**src/rtl/ipi_mailbox.sv**
```systemverilog
module ipi_mailbox #(
  parameter int NUM_CORES = 4,
  parameter int ADDR_W    = 8
) (
  input  logic                 clk,
  input  logic                 rst_n,
  input  logic                 bus_we,
  input  logic [ADDR_W-1:0]    bus_addr,
  input  logic [31:0]          bus_wdata,
  output logic [31:0]          bus_rdata,
  output logic [NUM_CORES-1:0] irq
);
  localparam int IDX_W  = (NUM_CORES > 1) ? $clog2(NUM_CORES) : 1;
  localparam int SLOT_W = ADDR_W - 3;

  logic [NUM_CORES-1:0] pend_q;
  logic [IDX_W-1:0]     src_q  [NUM_CORES];
  logic [15:0]          data_q [NUM_CORES];

  logic [SLOT_W-1:0] slot;
  logic [13:0]       dst;
  logic              slot_ok, dst_ok, ctrl_wr, gen_wr, ack_wr;

  assign slot    = bus_addr[ADDR_W-1:3];
  assign dst     = bus_wdata[29:16];
  assign slot_ok = 32'(slot) < NUM_CORES;
  assign dst_ok  = 32'(dst) < NUM_CORES;
  assign ctrl_wr = bus_we & slot_ok & ~bus_addr[2];
  assign gen_wr  = ctrl_wr & bus_wdata[30] & dst_ok;
  assign ack_wr  = ctrl_wr & bus_wdata[31];

  for (genvar k = 0; k < NUM_CORES; k++) begin : g_core
    always_ff @(posedge clk) begin
      if (!rst_n) begin
        pend_q[k] <= 1'b0;
        src_q[k]  <= '0;
        data_q[k] <= '0;
      end else begin
        if (ack_wr && slot == SLOT_W'(k)) pend_q[k] <= 1'b0;
        if (gen_wr && dst == 14'(k)) begin
          pend_q[k] <= 1'b1;
          src_q[k]  <= slot[IDX_W-1:0];
          data_q[k] <= bus_wdata[15:0];
        end
      end
    end
  end

  logic [IDX_W-1:0] rd_idx;
  assign rd_idx = slot[IDX_W-1:0];

  always_comb begin
    bus_rdata = '0;
    if (slot_ok && bus_addr[2])
      bus_rdata = {1'b0, pend_q[rd_idx], 14'(src_q[rd_idx]), data_q[rd_idx]};
  end

  assign irq = pend_q;
endmodule

```
**config.mk**
```make
export PLATFORM = sky130hd
export DESIGN_NAME = ipi_mailbox
export DESIGN_NICKNAME = d
export VERILOG_FILES = /design/src/rtl/ipi_mailbox.sv
export SDC_FILE = /design/constraint.sdc
export NUM_CORES = 1
export LEC_CHECK = 0
export BUFFER_PORTS_ARGS = -buffer_cell sky130_fd_sc_hd__buf_2
export CAP_MARGIN = 15
export CORE_MARGIN = 1
export CORE_UTILIZATION = 35
export DETAILED_ROUTE_END_ITERATION = 8
export GPL_ROUTABILITY_DRIVEN = 0
export PLACE_DENSITY = 0.59
export SLEW_MARGIN = 5
export SYNTH_ARGS = -nofsm -noshare
export SYNTH_HDL_FRONTEND = slang
export SYNTH_SLANG_ARGS = --single-unit
```
**constraint.sdc**
```tcl
create_clock -name clk -period 3.6 [get_ports clk]
set_input_delay 1.08 -clock clk [delete_from_list [all_inputs] [get_ports clk]]
set_output_delay 1.08 -clock clk [all_outputs]
set_load 0.02 [all_outputs]
```
# ---- Yosys cells after proc, flatten, opt, wreduce, memory -nomap -nowiden
# Memory sizes are Yosys's and may differ from the RTL's.
# Index checks and enable logic that the tools add are counted.
dict set report classes {
  magnitude_cmp 3
  eq_ne 6
  muxes 32
  bitwise 14
  reduce_logical 15
}
# op n
set op_table {}
lappend op_table {{two-way mux 16 bit} 4}
lappend op_table {{two-way mux 31 bit} 1}
lappend op_table {{== test 14 x 2 -> 1 bit (second input constant)} 2}
lappend op_table {{two-way mux 1 bit} 22}
lappend op_table {{== test 14 x 1 -> 1 bit (second input constant)} 1}
lappend op_table {{logical NOT 14 bit} 1}
lappend op_table {{less-than comparator 14 x 3 -> 1 bit (second input constant)} 1}
lappend op_table {{== test 5 x 2 -> 1 bit (second input constant)} 2}
lappend op_table {{logical AND 1 bit} 9}
lappend op_table {{two-way mux 2 bit} 4}
lappend op_table {{bitwise OR 1 bit} 8}
lappend op_table {{nonzero test 2 bit} 4}
lappend op_table {{bitwise AND 1 bit} 5}
lappend op_table {{== test 5 x 1 -> 1 bit (second input constant)} 1}
lappend op_table {{logical NOT 5 bit} 1}
lappend op_table {{less-than comparator 5 x 3 -> 1 bit (second input constant)} 1}
lappend op_table {{less-than comparator 2 x 3 -> 1 bit (second input constant)} 1}
lappend op_table {{binary-select mux 1 bit (select 2 bit)} 1}
lappend op_table {{NOT 1 bit} 1}
dict set report totals {
  ff_bits 4
  ramBits 72
  in_bits 43
  out_inout_bits 36
  elab_cells 76
  n_memories 2
}
# memory words width rd rd_ports_with_merged_regs write_ports line
set memory_table {}
lappend memory_table {data_q 4 16 1 0 4 18} ;# logic [15:0] data_q [NUM_CORES];
lappend memory_table {src_q 4 2 1 0 4 17} ;# logic [IDX_W-1:0] src_q [NUM_CORES];

# ---- Depth between registers and ports, before layout
dict set report depth {
  word_depth 10
  mapped_depth 5
  depth_no_buf 3
}

# ---- Least setup slack after synthesis
# No wires, ideal clock.
dict set report synth_path {
  path_kind {input -> register}
  startpoint {input bus_wdata[23]}
  endpoint {memory data_q[1][0] (enable)}
  setup_time_ns 0.418
  t_arrival_ns 3.188
  setup_slack_ns -0.006
  stages 4
  cell_sequence {nor4b_1 nand4_1 clkbuf_1 o21ai_0}
}
# item line
set synth_lines {}
lappend synth_lines {{start, declared} 9} ;# input logic [31:0] bus_wdata,
lappend synth_lines {{end, declared} 18}

# ---- Worst setup path in the final report
dict set report layout_path {
  startpoint {input bus_addr[4]}
  endpoint {output bus_rdata[10]}
}
dict set report layout_between {
  elab_chain_len 3
  word_cells_on_any_way 4
  cone_classes {order compare (1); mux (1); reduce/logical (1); memory (1)}
}
# item line
set layout_lines {}
lappend layout_lines {{start, declared} 8} ;# input logic [ADDR_W-1:0] bus_addr,
lappend layout_lines {{less-than comparator 5 x 3 -> 1 bit} 26} ;# assign slot_ok = 32'(slot) < NUM_CORES;
lappend layout_lines {{logical AND 1 bit} 54} ;# if (slot_ok && bus_addr[2])
lappend layout_lines {{two-way mux 31 bit (*)} 54}
lappend layout_lines {{end, declared} 10} ;# output logic [31:0] bus_rdata,
# Mark *: on every way between the ends. The rest lies on a longest branch, timed or not.

==> impl_results.md <==
* Final critical-path required period at 3450 ps
* Number of placement rows at 40
* Leakage power summed over all cells at 1.67 nW
* CTS Root Buffer Type: clkbuf_16
* Antenna fix cells at 0
* Crit Path Category: in -> out
* Cell area after layout at 0.00506 mm2
* Number of DRC markers after the initial detailed-route iteration at 176
* Clock edge transition at the registers on the reported setup and hold paths at 60 ps
* Post-placement cell area at 0.00473 mm2
* Clock tree skew after final layout at 0 ps
* Setup repair after global routing missed its margin: no
* Reg2Reg Depth at 2
* Effective utilization at floorplan at 0.359
* CTS Sinks at 76
* Worst r2r src: irq[0]
* Synth-to-layout area growth at 17.4%
* Hold Path Stages at 2
* Transition time at the pin with the least slew margin at 1030 ps
* Element type at the critical path end: output port
* Fin worst setup slack at 155 ps
* Result of the run: completed
* Wire length of the first global-routing pass at 15,200 um
* Largest vdd supply drop at 176 uV
* Number of warning messages in the yosys log at 0
* Cell with the most instances after synthesis: edfxtp_1
* Mean cell area of the mapped netlist at 13.9 um2
* Share of final-layout standard cells stronger than drive strength 1 at 0.481
* Worst reg2reg path endpoint: irq[0]
* Highest clock rate at 290 MHz
* Ys flop type: edfxtp_1
* Clock latency at the later pin of the worst-skew pair at 330 ps
* Pins Over Slew Limit at 0
* Post CTS Setup Buffer Count at 0
* Post-synthesis cell count at 310
* Critical Path Start: bus_addr[4]
* P per Cell Area at 438 mW/mm2
* Final HPWL from detailed placement at 5830 um
* Post-synthesis sequential element count at 76
* R2R setup slack at 2920 ps
* Largest net degree at the start of global routing at 73
* Most instantiated cells after synthesis: edfxtp_1, nor4_2, nand2_1
* Die width at 113 um
* Overflow after GRT at 0
* Buffer levels on the longest clock path at 2
* Full die area at 0.0128 mm2
* Dominant cell type by area after synthesis: edfxtp_1
* First drt pass iteration count at 4
* Setup violators final at 0
* Critical path arrival at 2370 ps
* Capturing instance or port of the critical path: bus_rdata[10]
* Clock tree from TritonCTS: done
* Remaining routing DRC violations at 0
* Number of gates given a new drive strength after cts at 0
* Final Routed Wirelength at 9430 um
* Via density at 5.46
* Overall fraction of global-route tracks in use at 0.157
* Largest fanout on the critical path at 24
* Relative max-transition margin at 0.312
* Maximum level of the CTS H-tree at 3
* Proportion of synthesized flip-flops having asynchronous set or reset at 0
* Top cell type's share of synthesized area at 0.502
* Max-cap check violation count at 0
* Share of the cycle needed by the critical path after routing at 0.957
* Total standard cell area after synthesis at 0.00431 mm2
* Initial antenna violation count at 0
* Average detailed-routed wire length per instance at 18.4 um
* Req. time, crit path at 2520 ps
* Die height at 113 um
* Hold Buf Count CTS at 0
* Share of the yosys chip area belonging to registers at 0.520
* Number of global-route vias before repair at 2,844
* Post-route antenna net violation count at 0
* Number of synthesized flops with an enable pin at 72
* Startpoint class of the critical path: input pin
* Cell variety after synth at 33
* Count of port buffers added during placement at 63
* Final count of hold timing violations at 0
* Vias at 2,802
* Type of the most critical hold path: reg -> reg
* Worst slack at placement at 124 ps
* Count of nets after finishing at 404
* I/O pins at 79
* Placeable core region at 0.0120 mm2
* Top cells by area, synth: edfxtp_1, nor4_2, mux4_2, and3_1, nand2b_1
* Total CTS buffers at 9
[cells by family (layout without fill, tap and decap cells)]
| logic type | after synthesis | in the layout | synth area share |
|---|---|---|---|
| AND/OR/NAND/NOR | 147 | 147 | 0.283 |
| flip-flops | 76 | 76 | 0.520 |
| buffers and inverters | 55 | 99 | 0.0743 |
| multiplexers | 19 | 19 | 0.0993 |
| AO/OA/AOI/OAI | 12 | 12 | 0.0218 |
| other | 1 | 13 | 0.000870 |
[worst min path at each step]
stage                       from      to  slack [ps]
after global placement    irq[3]  irq[3]         480
after global routing      irq[2]  irq[2]         540
after floorplan           irq[3]  irq[3]         550
final                     irq[3]  irq[3]         490
after detailed placement  irq[3]  irq[3]         490
after CTS                 irq[3]  irq[3]         500
[report_power, final]
part / internal [W] / switching (W) / total, W / leakage, nW
logic: 0.0000793 / 0.000140 / 0.000220 / 0.794
clock network: 0.000644 / 0.000338 / 0.000982 / 0.159
registers: 0.00101 / 0.00000953 / 0.00101 / 0.715
[metal layers]
layer	GRT usage	vias to the layer above	wire length [um]
met5	0	-	0
met4	0.0675	0	157
met3	0.0214	13	294
met2	0.281	61	4990
met1	0.191	1410	3990
li1	-	1318	-
[state kept, by name (all words and copies together) (netlist names)]
signal	flops
data_q	64
src_q	8
irq	4
[through the flow]
step           hold WS [ps]  total power [W]  setup TNS (ps)   util  std cells
2_1_floorplan           555          0.00119            -304      -        322
3_3_place_gp            480          0.00125               0  0.394        497
3_5_place_dp            488          0.00126               0  0.394        497
4_1_cts                 497          0.00223               0  0.421        513
5_1_grt                 535          0.00229               0  0.421        513
6_report                494          0.00222               0  0.421        513
[layout make-up]
class                           count  area (um2)
Fill cell                        1125        6950
Sequential cell                    76        2240
Multi-Input combinational cell    191        1820
Timing Repair Buffer               81         475
Clock buffer                       12         256
Tap cell                          147         184
Clock inverter                      4        72.6
Inverter                            2        7.51
[critical path, stage by stage]
cell    delay, ps
buf_2         500
mux4_2        420
and3_1        200
buf_2         150
[layout by cell type, fill, tap and decap left out, drive strengths merged]
master    netlist  layout
and3           19      19
conb            1      13
nand2b         19      19
o41a            1       1
o22ai           2       2
o31ai           1       1
bufinv          0       2
nand3b          1       1
nand2          21      21
nor4b           2       2
nand4           2       2
clkinvlp        0       1
clkbuf         15      12
clkinv          0       1
nand3           3       3
o21ai           4       4
o2bb2ai         1       1
nand4b          1       1
or4             1       1
edfxtp         72      72
mux4           19      19
nor2b           2       2
dfxtp           4       4
o41ai           2       2
inv             2       2
or3             1       1
nor3            2       2
nor4           73      73
buf            38      81
o311ai          1       1
Power figures use the tool's default switching activity.
